$ cat src/rtl/term_seq_pkg.sv
package term_seq_pkg;

   localparam int LEG_W = 3;

   localparam logic [2:0] MODE_INIT     = 3'd0;
   localparam logic [2:0] MODE_ACT      = 3'd1;
   localparam logic [2:0] MODE_APD_FAST = 3'd2;
   localparam logic [2:0] MODE_APD_SLOW = 3'd3;
   localparam logic [2:0] MODE_PPD      = 3'd4;
   localparam logic [2:0] MODE_SREF     = 3'd5;

   // power states in which the control pin may switch termination
   function automatic logic mode_allows(input logic [2:0] m);
      case (m)
         MODE_ACT, MODE_APD_FAST, MODE_APD_SLOW, MODE_PPD: return 1'b1;
         MODE_INIT, MODE_SREF:                             return 1'b0;
         default:                                          return 1'b0;
      endcase
   endfunction

endpackage

$ cat src/rtl/term_decode.sv
module term_decode
   import term_seq_pkg::*;
#(
   parameter bit EN_50 = 1'b1
) (
   input  logic [1:0]       sel,
   output logic [LEG_W-1:0] legs,
   output logic             rsv
);

   generate
      if (EN_50) begin : g_full
         always_comb begin
            rsv = 1'b0;
            case (sel)
               2'b01:   legs = 3'b001;
               2'b10:   legs = 3'b010;
               2'b11:   legs = 3'b100;
               default: legs = 3'b000;
            endcase
         end
      end else begin : g_rsv
         always_comb begin
            rsv = (sel == 2'b11);
            case (sel)
               2'b01:   legs = 3'b001;
               2'b10:   legs = 3'b010;
               default: legs = 3'b000;
            endcase
         end
      end
   endgenerate

endmodule

$ cat src/rtl/term_holdoff.sv
module term_holdoff #(
   parameter int HOLD_CYC = 8
) (
   input  logic clk,
   input  logic rst_n,
   input  logic load,
   input  logic clear,
   output logic busy
);

   localparam int CNT_W = $clog2(HOLD_CYC + 1);
   localparam logic [CNT_W-1:0] CNT_INIT = CNT_W'(HOLD_CYC);

   logic [CNT_W-1:0] cnt_q;

   always_ff @(posedge clk) begin
      if (!rst_n)              cnt_q <= '0;
      else if (clear)          cnt_q <= '0;
      else if (load)           cnt_q <= CNT_INIT;
      else if (cnt_q != '0)    cnt_q <= cnt_q - 1'b1;
   end

   assign busy = (cnt_q != '0);

endmodule

$ cat src/rtl/term_seq.sv
module term_seq
   import term_seq_pkg::*;
#(
   parameter int HOLD_CYC = 8,
   parameter bit EN_50    = 1'b1
) (
   input  logic             clk,
   input  logic             rst_n,
   input  logic             emr_wr,
   input  logic [1:0]       emr_sel,
   input  logic             term_ctl,
   input  logic [2:0]       pwr_mode,
   output logic             term_on,
   output logic [LEG_W-1:0] leg_sel,
   output logic             term_viol
);

   initial begin
      assert (HOLD_CYC >= 1 && HOLD_CYC <= 4096)
         else $error("term_seq: HOLD_CYC out of range");
   end

   logic [LEG_W-1:0] new_legs;
   logic             new_rsv;
   logic             new_en;
   logic [LEG_W-1:0] legs_q;
   logic             hold_busy;
   logic             blocked;
   logic             on_d;
   logic             viol_d;

   term_decode #(.EN_50(EN_50)) u_dec (
      .sel  (emr_sel),
      .legs (new_legs),
      .rsv  (new_rsv)
   );

   assign new_en = |new_legs;

   term_holdoff #(.HOLD_CYC(HOLD_CYC)) u_hold (
      .clk   (clk),
      .rst_n (rst_n),
      .load  (emr_wr && new_en),
      .clear (emr_wr && !new_en),
      .busy  (hold_busy)
   );

   // stored leg pattern doubles as the enable copy of the register
   always_ff @(posedge clk) begin
      if (!rst_n)      legs_q <= '0;
      else if (emr_wr) legs_q <= new_legs;
   end

   assign blocked = hold_busy || (emr_wr && new_en);

   always_comb begin
      on_d   = term_ctl && mode_allows(pwr_mode) && (|legs_q)
               && !blocked && !emr_wr;
      viol_d = (term_ctl && (pwr_mode == MODE_SREF))
               || (term_ctl && blocked)
               || (emr_wr && new_rsv);
   end

   always_ff @(posedge clk) begin
      if (!rst_n) begin
         term_on   <= 1'b0;
         leg_sel   <= '0;
         term_viol <= 1'b0;
      end else begin
         term_on   <= on_d;
         leg_sel   <= on_d ? legs_q : '0;
         term_viol <= viol_d;
      end
   end

endmodule

$ cat config.mk
export PLATFORM = sky130hd
export DESIGN_NAME = term_seq
export DESIGN_NICKNAME = d
export VERILOG_FILES = /design/src/rtl/term_seq_pkg.sv /design/src/rtl/term_decode.sv /design/src/rtl/term_holdoff.sv /design/src/rtl/term_seq.sv
export SDC_FILE = /design/constraint.sdc
export NUM_CORES = 1
export LEC_CHECK = 0
export BUFFER_PORTS_ARGS = -buffer_cell sky130_fd_sc_hd__buf_2
export CORE_AREA = 8 8 45 47
export DETAILED_ROUTE_END_ITERATION = 8
export DIE_AREA = 0 0 53 55
export PLACE_DENSITY = 0.75
export REMOVE_ABC_BUFFERS = 1
export SLEW_MARGIN = 20
export SYNTH_ARGS = -nofsm -noshare
export SYNTH_HDL_FRONTEND = slang
export SYNTH_SLANG_ARGS = --single-unit
$ cat constraint.sdc
create_clock -name clk -period 2.3 [get_ports clk]
set_clock_uncertainty 0.1 [all_clocks]
set_input_delay 0.23 -clock clk [delete_from_list [all_inputs] [get_ports clk]]
set_output_delay 0.23 -clock clk [all_outputs]
set_load 0.02 [all_outputs]
==> PnR_summary.wiki, run 1 <==
{| class="wikitable"
! Metric !! Value
|-
| WP data arrival || 1820 ps
|-
| Number of global-route vias before repair || 422
|-
| VDD IR max || 212 uV
|-
| Starting density of the core || 0.382
|-
| Number of antenna violations at the first check in global routing || 0
|-
| Master cell of the clock root buffer || sky130_fd_sc_hd__clkbuf_4
|-
| Register bit count reported by yosys || 12
|-
| Power per standard cell area || 747 mW/mm2
|-
| Share of the yosys chip area belonging to registers || 0.455
|-
| Achievable clock frequency || 587 MHz
|-
| Leftover overflow at the end of global routing || 0
|-
| RePlAce Congestion || 0.723
|-
| Met2 capacity usage during global routing || 0.131
|-
| Number of hold buffers added after cts || 0
|-
| Die span in x || 53 um
|-
| Met1 layer usage reported by global route || 0.0768
|-
| Ratio of cells with drive above 1 in the final layout || 0.275
|-
| Detailed-router iteration count before antenna repair || 2
|-
| Reported leakage power || 0.271 nW
|-
| Post-cts gate resize count || 0
|-
| Buffering stage count on the worst path with inverters included || 1
|-
| Post-route minimum period || 1700 ps
|-
| Row count || 14
|-
| Run status || complete, no violations
|-
| Count of unresolved DRC violations after routing || 0
|-
| Core box area || 0.00138 mm2
|-
| Post-CTS setup-driven buffer insertion count || 0
|-
| Final-report hold violation count || 0
|-
| Rel. slew slack || 0.724
|-
| Gate count of the mapped netlist || 53
|-
| Largest net degree at the start of global routing || 12
|-
| Worst-margin pin slew || 414 ps
|-
| Number of nets in the layout || 81
|-
| H-Tree Level Count || 1
|-
| Yosys warnings || 0
|-
| Clock Latency Late Sink || 270 ps
|-
| Busiest grt layer || met2
|-
| Period Utilization, post-route || 0.740
|-
| Mean cell area of the mapped netlist || 9.96 um2
|-
| Antenna diode count || 0
|-
| Number of buffers inserted during clock tree synthesis || 3
|-
| Hold/Removal Path Class || in -> reg
|-
| PortBufs || 13
|-
| Unrepaired setup endpoints after global routing || no
|-
| Max Slew Vio Count || 0
|-
| Met3 GRT Util || 0.0160
|-
| Wire length of the first global-routing pass || 1700 um
|-
| Area of the mapped netlist || 528 um2
|-
| Data required time of the worst path || 2420 ps
|-
| I/O pin count || 14
|-
| Gate family responsible for the most delay along the worst path || compound AO/OA/AOI/OAI gates
|-
| Clock tree from TritonCTS || yes
|-
| Die Footprint || 0.00292 mm2
|-
| Clk buf depth || 2
|-
| Mean number of vias per cell || 4.86
|-
| Max Cap Violations || 0
|-
| Final number of setup-violating endpoints || 0
|-
| Height of the die || 55 um
|-
| Detailed-route wire length per cell || 11.5 um
|-
| Highest net fanout along the worst path || 4
|-
| Total number of clock tree sinks || 12
|-
| Cell with the biggest individual delay on the critical path || sky130_fd_sc_hd__or3b_1
|-
| Worst setup SP type || flop
|-
| DRC marker count from the first detailed-route iteration || 3
|-
| Worst-path cell chain || inv_1, ha_1, or3b_1, a2111oi_4, o31a_1
|-
| DP HPWL || 769 um
|-
| Area growth from synthesis to layout || 22.3%
|-
| Accumulated negative setup slack || 0 ps
|-
| Worst setup slack after placement || 616 ps
|-
| Detail Route Antenna Nets || 0
|-
| Clock transition at path regs || 80 ps
|-
| Worst setup path category || reg -> reg
|-
| Global-route total usage across every layer || 0.0768
|-
| Setup slack of the critical path after layout || 598 ps
|-
| Highest cell delay on the worst timing path || 420 ps
|-
| Routed wire length || 974 um
|-
| Count of distinct cell types in the synthesized netlist || 25
|-
| Crit end category || flop
|-
| Via total after detailed routing || 413
|}
flip-flops by register name, summed over array words and instances (netlist names):
name	flops
leg_sel	3
legs_q	3
term_on	1
term_viol	1
u_hold.cnt_q	4
kinds of logic after synthesis:
family | count (synthesis) | synth area share
flops | 12 | 0.455
xor+xnor | 2 | 0.0332
simple gates | 23 | 0.258
fa+ha+maj | 2 | 0.0474
buf+inv | 4 | 0.0284
compound gates | 10 | 0.178
synth_stat cells:
| cell | instances | area [um2] |
|---|---|---|
| sky130_fd_sc_hd__dfxtp_1 | 12 | 240 |
| sky130_fd_sc_hd__and2_1 | 5 | 31.3 |
| sky130_fd_sc_hd__inv_1 | 3 | 11.3 |
| sky130_fd_sc_hd__nand2_1 | 3 | 11.3 |
| sky130_fd_sc_hd__nand2b_1 | 3 | 18.8 |
| sky130_fd_sc_hd__nor2_1 | 3 | 11.3 |
| sky130_fd_sc_hd__a21boi_0 | 2 | 15.0 |
| sky130_fd_sc_hd__ha_1 | 2 | 25.0 |
| sky130_fd_sc_hd__nand3b_1 | 2 | 15.0 |
| sky130_fd_sc_hd__nor3_1 | 2 | 10.0 |
| sky130_fd_sc_hd__xnor2_1 | 2 | 17.5 |
| sky130_fd_sc_hd__a2111oi_4 | 1 | 27.5 |
| sky130_fd_sc_hd__a211oi_1 | 1 | 7.51 |
| sky130_fd_sc_hd__a31oi_1 | 1 | 6.26 |
| sky130_fd_sc_hd__clkbuf_1 | 1 | 3.75 |
| sky130_fd_sc_hd__nand3_1 | 1 | 5.00 |
| sky130_fd_sc_hd__nor3b_1 | 1 | 7.51 |
| sky130_fd_sc_hd__o21ai_0 | 1 | 5.00 |
| sky130_fd_sc_hd__o21bai_1 | 1 | 7.51 |
| sky130_fd_sc_hd__o22ai_1 | 1 | 6.26 |
| sky130_fd_sc_hd__o311a_1 | 1 | 10.0 |
| sky130_fd_sc_hd__o31a_1 | 1 | 8.76 |
| sky130_fd_sc_hd__or3_1 | 1 | 6.26 |
| sky130_fd_sc_hd__or3b_1 | 1 | 8.76 |
| sky130_fd_sc_hd__or3b_4 | 1 | 11.3 |
through the flow:
step / area, um2 / std cells / util / hold slack (ps) / total power, mW
6_report: 646 / 85 / 0.467 / 141 / 0.482
4_1_cts: 646 / 85 / 0.467 / 137 / 0.488
5_1_grt: 646 / 85 / 0.467 / 142 / 0.510
3_3_place_gp: 609 / 81 / 0.440 / 371 / 0.320
2_1_floorplan: 524 / 52 / - / 252 / 0.297
3_5_place_dp: 609 / 81 / 0.440 / 374 / 0.322
cell usage in the layout (no fill, tap or decap):
cell type,count
sky130_fd_sc_hd__nor2_1,3
sky130_fd_sc_hd__nor3_1,2
sky130_fd_sc_hd__or3_1,1
sky130_fd_sc_hd__clkbuf_8,1
sky130_fd_sc_hd__a21boi_0,2
sky130_fd_sc_hd__o31a_1,1
sky130_fd_sc_hd__o311a_1,1
sky130_fd_sc_hd__nand2_1,3
sky130_fd_sc_hd__o22ai_1,1
sky130_fd_sc_hd__inv_1,3
sky130_fd_sc_hd__o21ai_0,1
sky130_fd_sc_hd__or3b_1,1
sky130_fd_sc_hd__nand3b_1,2
sky130_fd_sc_hd__buf_2,13
sky130_fd_sc_hd__a2111oi_4,1
sky130_fd_sc_hd__clkbuf_4,3
sky130_fd_sc_hd__o21bai_1,1
sky130_fd_sc_hd__nand3_1,1
sky130_fd_sc_hd__a211oi_1,1
sky130_fd_sc_hd__ha_1,2
sky130_fd_sc_hd__or3b_4,1
sky130_fd_sc_hd__nor3b_1,1
sky130_fd_sc_hd__nand2b_1,3
sky130_fd_sc_hd__xnor2_1,2
sky130_fd_sc_hd__a31oi_1,1
sky130_fd_sc_hd__and2_1,5
sky130_fd_sc_hd__dfxtp_1,12
worst paths after layout:
check	startpoint	to	slack [ps]	cells past startpoint
worst min register to register	legs_q[2]	term_on	390	1
worst min-delay path	rst_n	u_hold.cnt_q[3]	140	2
worst max register to register	u_hold.cnt_q[0]	term_on	600	5
worst max-delay path	u_hold.cnt_q[0]	term_on	600	5
power breakdown:
| part | switching (mW) | internal, mW |
|---|---|---|
| registers | 0.00879 | 0.220 |
| clock network | 0.0700 | 0.0961 |
| logic | 0.0453 | 0.0421 |
cell type report:
type / instances / area, um2
tap: 16 / 20.0
timing repair buffer: 13 / 65.1
multi-input combinational: 37 / 273
sequential: 12 / 240
clock buffer: 4 / 36.3
inverter: 3 / 11.3
fill: 129 / 738
metal layers:
metal	vias up	share of wire
met5	-	0
met4	0	0.020
met3	2	0.11
met2	13	0.48
met1	182	0.39
li1	216	-
Note: power is estimated with default switching activity, not from simulation.
==> inputs of run 2 (changes only) <==
- ABC_AREA: not set -> 1
- PLACE_DENSITY: 0.75 -> 0.76
- clock period: 2.3 -> 1.4 ns (I/O delays scaled with it)
==> PnR_summary.wiki, run 2 <==
{| class="wikitable"
! Metric !! Value
|-
| Worst setup slack after placement || 163 ps (was 616 ps)
|-
| Proportion of synthesized flip-flops having asynchronous set or reset || 0 (unchanged)
|-
| PortBufs || 13 (unchanged)
|-
| Register bit count reported by yosys || 12 (unchanged)
|-
| Number of nets in the layout || 96 (was 81)
|-
| Combined flip-flop and latch cell area || 240 um2 (unchanged)
|-
| Commonest cells after routing, fill and taps aside || sky130_fd_sc_hd__buf_2 (13), sky130_fd_sc_hd__dfxtp_1 (12), sky130_fd_sc_hd__inv_1 (11), sky130_fd_sc_hd__nand2_1 (11), sky130_fd_sc_hd__nor2_1 (7) (was sky130_fd_sc_hd__buf_2 (13), sky130_fd_sc_hd__dfxtp_1 (12), sky130_fd_sc_hd__and2_1 (5))
|-
| Number of fill cells || 138 (was 129)
|-
| Most used standard cell by instance count after synthesis || sky130_fd_sc_hd__dfxtp_1 (unchanged)
|-
| Post-cts gate resize count || 0 (unchanged)
|-
| Antenna diode count || 0 (unchanged)
|-
| Clk buf depth || 2 (unchanged)
|-
| Area growth from synthesis to layout || 29.4% (was 22.3%)
|-
| Power per standard cell area || 1210 mW/mm2 (was 747 mW/mm2)
|-
| Placed Area || 599 um2 (was 609 um2)
|-
| Number of flip-flops in the largest register || 4 (unchanged)
|-
| Die Footprint || 0.00292 mm2 (unchanged)
|-
| Net Sw Frac || 0.273 (was 0.257)
|-
| H-Tree Level Count || 1 (unchanged)
|-
| Wire length of the first global-routing pass || 1880 um (was 1700 um)
|-
| Count of distinct cell types in the synthesized netlist || 20 (was 25)
|-
| Clock Latency Late Sink || 270 ps (about the same)
|-
| Highest cell delay on the worst timing path || 540 ps (was 420 ps)
|-
| DRC marker count from the first detailed-route iteration || 8 (was 3)
|-
| Post-layout instance area || 666 um2 (was 646 um2)
|-
| Yosys warnings || 0 (unchanged)
|-
| Clock transition at path regs || 70 ps (was 80 ps)
|-
| Data required time of the worst path || 1510 ps (was 2420 ps)
|-
| Final-report hold violation count || 0 (unchanged)
|-
| Post-route minimum period || 1260 ps
|-
| WP data arrival || 1360 ps (was 1820 ps)
|-
| Post-synthesis cell type with the largest combined area || sky130_fd_sc_hd__dfxtp_1 (unchanged)
|-
| Master cell of the clock root buffer || sky130_fd_sc_hd__clkbuf_4 (unchanged)
|-
| Power Total || 807 uW (was 482 uW)
|-
| Highest net fanout along the worst path || 4 (unchanged)
|-
| Period Utilization, post-route || 0.896
|-
| Sequential group share of total power || 0.466 (was 0.474)
|-
| Cell with the biggest individual delay on the critical path || sky130_fd_sc_hd__dlygate4sd3_1 (was sky130_fd_sc_hd__or3b_1)
|-
| Gate count of the mapped netlist || 64 (was 53)
|-
| Reported leakage power || 0.315 nW (was 0.271 nW)
|-
| RePlAce Congestion || 0.837 (was 0.723)
|-
| Final instance count without filler cells || 100 (was 85)
|-
| Unrepaired setup endpoints after global routing || no (unchanged)
|-
| Leftover overflow at the end of global routing || 0 (unchanged)
|-
| Area of the mapped netlist || 514 um2 (was 528 um2)
|-
| Top-area cell type share of the netlist area || 0.467 (was 0.455)
|-
| Die span in x || 53 um (unchanged)
|-
| Core box area || 0.00138 mm2 (unchanged)
|-
| Starting density of the core || 0.372 (was 0.382)
|-
| # placed instances || 93 (was 81)
|-
| Ratio of cells with drive above 1 in the final layout || 0.262 (was 0.275)
|-
| Routed wire length || 1120 um (was 974 um)
|-
| Dominant register cell in the synthesized netlist || sky130_fd_sc_hd__dfxtp_1 (unchanged)
|-
| Hold/Removal Path Class || in -> reg (unchanged)
|-
| Worst-margin pin slew || 232 ps (was 414 ps)
|-
| Achievable clock frequency || 797 MHz
|-
| VDD IR max || 791 uV (was 212 uV)
|-
| Height of the die || 55 um (unchanged)
|-
| Part of the total power dissipated in combinational logic || 0.199 (was 0.181)
|-
| Number of buffers inserted during clock tree synthesis || 3 (unchanged)
|-
| Largest register by flop count || u_hold.cnt_q (unchanged)
|-
| Largest net degree at the start of global routing || 8 (was 12)
|-
| Total number of clock tree sinks || 12 (unchanged)
|-
| Detailed-router iteration count before antenna repair || 3 (was 2)
|-
| Multi-input logic area || 233 um2 (was 273 um2)
|-
| I/O pin count || 14 (unchanged)
|-
| Max Cap Violations || 0 (unchanged)
|-
| Ranking of synthesized cells by area || sky130_fd_sc_hd__dfxtp_1 (47%), sky130_fd_sc_hd__inv_1 (8.0%), sky130_fd_sc_hd__nand2_1 (8.0%) (was sky130_fd_sc_hd__dfxtp_1 (45%), sky130_fd_sc_hd__and2_1 (5.9%), sky130_fd_sc_hd__a2111oi_4 (5.2%))
|-
| Worst setup path category || in -> reg (was reg -> reg)
|-
| Final number of setup-violating endpoints || 0 (unchanged)
|-
| Internal power summed over all cells || 587 uW (was 358 uW)
|-
| Net switching power figure || 220 uW (was 124 uW)
|-
| Row count || 14 (unchanged)
|-
| Detailed-route wire length per cell || 11.2 um (was 11.5 um)
|-
| Most frequent cells after synthesis || sky130_fd_sc_hd__dfxtp_1 (12), sky130_fd_sc_hd__inv_1 (11), sky130_fd_sc_hd__nand2_1 (11) (was sky130_fd_sc_hd__dfxtp_1 (12), sky130_fd_sc_hd__and2_1 (5))
|-
| Most frequent standard cell in the layout excluding fill and tap cells || sky130_fd_sc_hd__buf_2 (unchanged)
|-
| Detail Route Antenna Nets || 0 (unchanged)
|-
| Max Slew Vio Count || 0 (unchanged)
|-
| DP HPWL || 859 um (was 769 um)
|-
| Leading registers by flop count || u_hold.cnt_q (4), leg_sel (3), legs_q (3) (unchanged)
|-
| Worst-path cell chain || dlygate4sd3_1, buf_2, nand2_1, nand2_1, nor2_2, nand3_2, nor2_1 (was inv_1, ha_1, or3b_1, a2111oi_4, o31a_1)
|-
| Rel. slew slack || 0.844 (was 0.724)
|-
| Count of unresolved DRC violations after routing || 0 (unchanged)
|-
| Crit end category || flop (unchanged)
|-
| Mean number of vias per cell || 4.79 (was 4.86)
|-
| Worst setup SP type || input port (was flop)
|-
| Mean cell area of the mapped netlist || 8.04 um2 (was 9.96 um2)
|-
| Clock network fraction of design power || 0.334 (was 0.344)
|-
| Via total after detailed routing || 479 (was 413)
|-
| Number of global-route vias before repair || 480 (was 422)
|-
| Share of the yosys chip area belonging to registers || 0.467 (was 0.455)
|-
| Accumulated negative setup slack || 0 ps (unchanged)
|-
| Top cell by count, worst path || sky130_fd_sc_hd__nand2_1
|-
| Setup slack of the critical path after layout || 145 ps (was 598 ps)
|-
| Run status || complete, no violations (unchanged)
|-
| Global-route total usage across every layer || 0.0916 (was 0.0768)
|-
| Number of antenna violations at the first check in global routing || 0 (unchanged)
|-
| Clock tree from TritonCTS || yes (unchanged)
|-
| Count of flip-flops with a built-in enable after synthesis || 0 (unchanged)
|}
==> run 2: changes by cell type after synthesis, moves of 3 or more <==
cell                       delta
sky130_fd_sc_hd__inv_1        +8
sky130_fd_sc_hd__nand2_1      +8
sky130_fd_sc_hd__and2_1       -5
sky130_fd_sc_hd__nor2_1       +4
sky130_fd_sc_hd__a21oi_1      +3
sky130_fd_sc_hd__nand2b_1     -3
==> run 2: metrics by stage <==
| stage | hold slack (ps) | util |
|---|---|---|
| 2_1_floorplan | 156 | - |
| 3_3_place_gp | 295 | 0.433 |
| 3_5_place_dp | 285 | 0.433 |
| 4_1_cts | 12.4 | 0.481 |
| 5_1_grt | 45.5 | 0.481 |
| 6_report | 31.1 | 0.481 |
==> run 2: timing repair <==
item | CTS | global route
hold buffers | 3 | 0
setup buffers | 0 | 0
endpoints found under the hold margin | 3 | 0
==> run 2: final timing paths <==
path | depth (start not counted) | slack, ps | start | endpoint
worst max register to register | 6 | 160 | u_hold.cnt_q[0] | leg_sel[0]
worst max-delay path | 7 | 140 | emr_sel[1] | leg_sel[0]
worst min-delay path | 3 | 30 | rst_n | term_viol
worst min register to register | 2 | 360 | legs_q[2] | leg_sel[2]
==> run 2: critical path: cells and delay by family <==
family	cells	cell delay [ps]
and+or+nand+nor	5	540
buffers and inverters	2	680
==> run 2: power groups by stage <==
stage	registers, mW	clock network (mW)	logic (mW)
global placement	0.384	0	0.152
floorplan	0.386	0	0.112
detailed placement	0.385	0	0.155
finish	0.377	0.270	0.161
global route	0.381	0.299	0.184
CTS	0.377	0.287	0.162
==> run 2: area by class of cell <==
type / count / area share
timing repair buffer: 16 / 0.143
inverter: 11 / 0.0620
tap: 16 / 0.0301
sequential: 12 / 0.361
clock buffer: 4 / 0.0545
multi-input combinational: 41 / 0.350
==> run 2: routing by layer <==
metal / wire length, um / GRT usage / up-vias
met4: 59 / 0.0948 / 0
li1: - / - / 249
met1: 404 / 0.0722 / 217
met5: 0 / 0 / -
met3: 37 / 0.0321 / 5
met2: 623 / 0.168 / 8
==> run 2: logic make-up (layout without fill, tap and decap cells) <==
kind of cell             after synthesis  in the layout  synth area share
adder cells (fa/ha/maj)                2              2            0.0487
AND/OR/NAND/NOR                       28             28             0.253
XOR/XNOR                               1              1            0.0170
buffers and inverters                 11             31            0.0803
AO/OA/AOI/OAI                         10             10             0.134
flip-flops                            12             12             0.467
==> inputs of run 3 (changes only) <==
- BUFFER_PORTS_ARGS: -buffer_cell sky130_fd_sc_hd__buf_2 -> not set
- DONT_BUFFER_PORTS: not set -> 1
- PLACE_DENSITY: 0.76 -> 0.67
==> PnR_summary.wiki, run 3 (same netlist as run 2, synthesis figures left out) <==
{| class="wikitable"
! Metric !! Value
|-
| Count of unresolved DRC violations after routing || 0 (unchanged)
|-
| Area growth from synthesis to layout || 25.1% (was 29.4%)
|-
| I/O pin count || 14 (unchanged)
|-
| Commonest cells after routing, fill and taps aside || sky130_fd_sc_hd__dfxtp_1 (12), sky130_fd_sc_hd__inv_1 (11), sky130_fd_sc_hd__nand2_1 (11), sky130_fd_sc_hd__nor2_1 (7), sky130_fd_sc_hd__dlygate4sd3_1 (6) (was sky130_fd_sc_hd__buf_2 (13), sky130_fd_sc_hd__dfxtp_1 (12), sky130_fd_sc_hd__inv_1 (11), sky130_fd_sc_hd__nand2_1 (11), sky130_fd_sc_hd__nor2_1 (7))
|-
| Leftover overflow at the end of global routing || 0 (unchanged)
|-
| Die span in x || 53 um (unchanged)
|-
| Achievable clock frequency || 745 MHz (was 797 MHz)
|-
| Mean number of vias per cell || 4.93 (was 4.79)
|-
| Gate family responsible for the most delay along the worst path || buffers and inverters (unchanged)
|-
| VDD IR max || 609 uV (was 791 uV)
|-
| DP HPWL || 778 um (was 859 um)
|-
| Largest register by flop count || u_hold.cnt_q (unchanged)
|-
| Clk buf depth || 2 (unchanged)
|-
| DRC marker count from the first detailed-route iteration || 14 (was 8)
|-
| Number of nets in the layout || 87 (was 96)
|-
| Routed wire length || 1100 um (was 1120 um)
|-
| Detailed-route wire length per cell || 12.1 um (was 11.2 um)
|-
| Unrepaired setup endpoints after global routing || no (unchanged)
|-
| Number of global-route vias before repair || 442 (was 480)
|-
| Antenna diode count || 0 (unchanged)
|-
| Largest net degree at the start of global routing || 8 (unchanged)
|-
| Ratio of cells with drive above 1 in the final layout || 0.120 (was 0.262)
|-
| Leading registers by flop count || u_hold.cnt_q (4), leg_sel (3), legs_q (3) (unchanged)
|-
| Placed Area || 534 um2 (was 599 um2)
|-
| Period Utilization, post-route || 0.959 (was 0.896)
|-
| Accumulated negative setup slack || 0 ps (unchanged)
|-
| Rel. slew slack || 0.847 (was 0.844)
|-
| Most frequent standard cell in the layout excluding fill and tap cells || sky130_fd_sc_hd__dfxtp_1 (was sky130_fd_sc_hd__buf_2)
|-
| Detailed-router iteration count before antenna repair || 4 (was 3)
|-
| Hold/Removal Path Class || in -> reg (unchanged)
|-
| Final number of setup-violating endpoints || 0 (unchanged)
|-
| Crit end category || flop (unchanged)
|-
| Final-report hold violation count || 0 (unchanged)
|-
| Number of antenna violations at the first check in global routing || 0 (unchanged)
|-
| Number of fill cells || 135 (was 138)
|-
| Cell with the biggest individual delay on the critical path || sky130_fd_sc_hd__dlygate4sd3_1 (unchanged)
|-
| Highest cell delay on the worst timing path || 570 ps (was 540 ps)
|-
| Clock Latency Late Sink || 280 ps (was 270 ps)
|-
| Max Cap Violations || 0 (unchanged)
|-
| Worst-margin pin slew || 230 ps (was 232 ps)
|-
| Height of the die || 55 um (unchanged)
|-
| Clock transition at path regs || 80 ps (was 70 ps)
|-
| Total number of clock tree sinks || 12 (unchanged)
|-
| Post-layout instance area || 643 um2 (was 666 um2)
|-
| Clock tree from TritonCTS || yes (unchanged)
|-
| Via total after detailed routing || 449 (was 479)
|-
| PortBufs || 0 (was 13)
|-
| Number of flip-flops in the largest register || 4 (unchanged)
|-
| Data required time of the worst path || 1520 ps (was 1510 ps)
|-
| Wire length of the first global-routing pass || 1860 um (was 1880 um)
|-
| H-Tree Level Count || 1 (unchanged)
|-
| Top cell by count, worst path || sky130_fd_sc_hd__dlygate4sd3_1 (was sky130_fd_sc_hd__nand2_1)
|-
| Master cell of the clock root buffer || sky130_fd_sc_hd__clkbuf_4 (unchanged)
|-
| Die Footprint || 0.00292 mm2 (unchanged)
|-
| Max Slew Vio Count || 0 (unchanged)
|-
| RePlAce Congestion || 0.761 (was 0.837)
|-
| Global-route total usage across every layer || 0.0888 (was 0.0916)
|-
| Setup slack of the critical path after layout || 57.8 ps (was 145 ps)
|-
| Number of buffers inserted during clock tree synthesis || 3 (unchanged)
|-
| Post-route minimum period || 1340 ps (was 1260 ps)
|-
| Worst setup slack after placement || 212 ps (was 163 ps)
|-
| # placed instances || 80 (was 93)
|-
| Detail Route Antenna Nets || 0 (unchanged)
|-
| Starting density of the core || 0.372 (unchanged)
|-
| Run status || complete, no violations (unchanged)
|-
| Buffering stage count on the worst path with inverters included || 2 (unchanged)
|-
| Worst setup SP type || input port (unchanged)
|-
| Final instance count without filler cells || 91 (was 100)
|-
| Worst setup path category || in -> reg (unchanged)
|-
| Highest net fanout along the worst path || 3 (was 4)
|-
| WP data arrival || 1460 ps (was 1360 ps)
|-
| Worst-path cell chain || dlygate4sd3_1, nand3b_1, dlygate4sd3_1, a21oi_1 (was dlygate4sd3_1, buf_2, nand2_1, nand2_1, nor2_2, nand3_2, nor2_1)
|-
| Row count || 14 (unchanged)
|-
| Power per standard cell area || 1260 mW/mm2 (was 1210 mW/mm2)
|-
| Core box area || 0.00138 mm2 (unchanged)
|-
| Reported leakage power || 0.278 nW (was 0.315 nW)
|}
==> run 3: layout make-up <==
class | instances | area (um2) | share of cell area
flip-flops and latches | 12 | 240 | 0.374
well taps | 16 | 20.0 | 0.0311
clock buffers | 4 | 36.3 | 0.0564
multi-input cells | 41 | 233 | 0.362
repair buffers | 7 | 72.6 | 0.113
inverters | 11 | 41.3 | 0.0642
==> run 3: report_power, final <==
group	switching, mW	internal, mW	total [mW]
logic	0.0878	0.0645	0.152
registers	0.0181	0.363	0.381
clock network	0.121	0.158	0.280
==> run 3: path summary, 6_finish.rpt <==
kind / to / depth (start not counted) / startpoint / slack [ps]
worst min register to register: leg_sel[2] / 2 / legs_q[2] / 350
worst max register to register: leg_sel[1] / 6 / u_hold.cnt_q[0] / 190
worst max-delay path: term_viol / 4 / pwr_mode[0] / 60
worst min-delay path: u_hold.cnt_q[3] / 3 / emr_wr / 30
==> run 3: metal layers <==
layer,part of all wire,global-route usage,up-vias
met4,0.035,0.0776,0
met5,0,0,-
met2,0.47,0.135,12
li1,-,-,230
met3,0.066,0.0401,6
met1,0.42,0.0920,201
==> run 3: what timing repair did <==
item / in CTS / in global routing
setup buffers: 0 / 0
hold buffers: 7 / 0
setup endpoints to repair: 0 / 1
endpoints found under the hold margin: 5 / 0
gates resized for setup: 0 / 1
==> run 3: worst reg2reg max path, stage by stage (launching register included) <==
cell                      delay [ps]
sky130_fd_sc_hd__dfxtp_1         310
sky130_fd_sc_hd__inv_1           120
sky130_fd_sc_hd__ha_1            180
sky130_fd_sc_hd__nand2_2         100
sky130_fd_sc_hd__nor2_2          130
sky130_fd_sc_hd__nand3_2         120
sky130_fd_sc_hd__nor2_1           90
==> run 3: per-stage QoR <==
stage	util	total power [mW]	hold WS, ps
3_3_place_gp	0.386	0.519	169
6_report	0.465	0.813	28.2
2_1_floorplan	-	0.498	156
3_5_place_dp	0.386	0.521	169
5_1_grt	0.465	0.855	58.4
4_1_cts	0.463	0.816	23.0
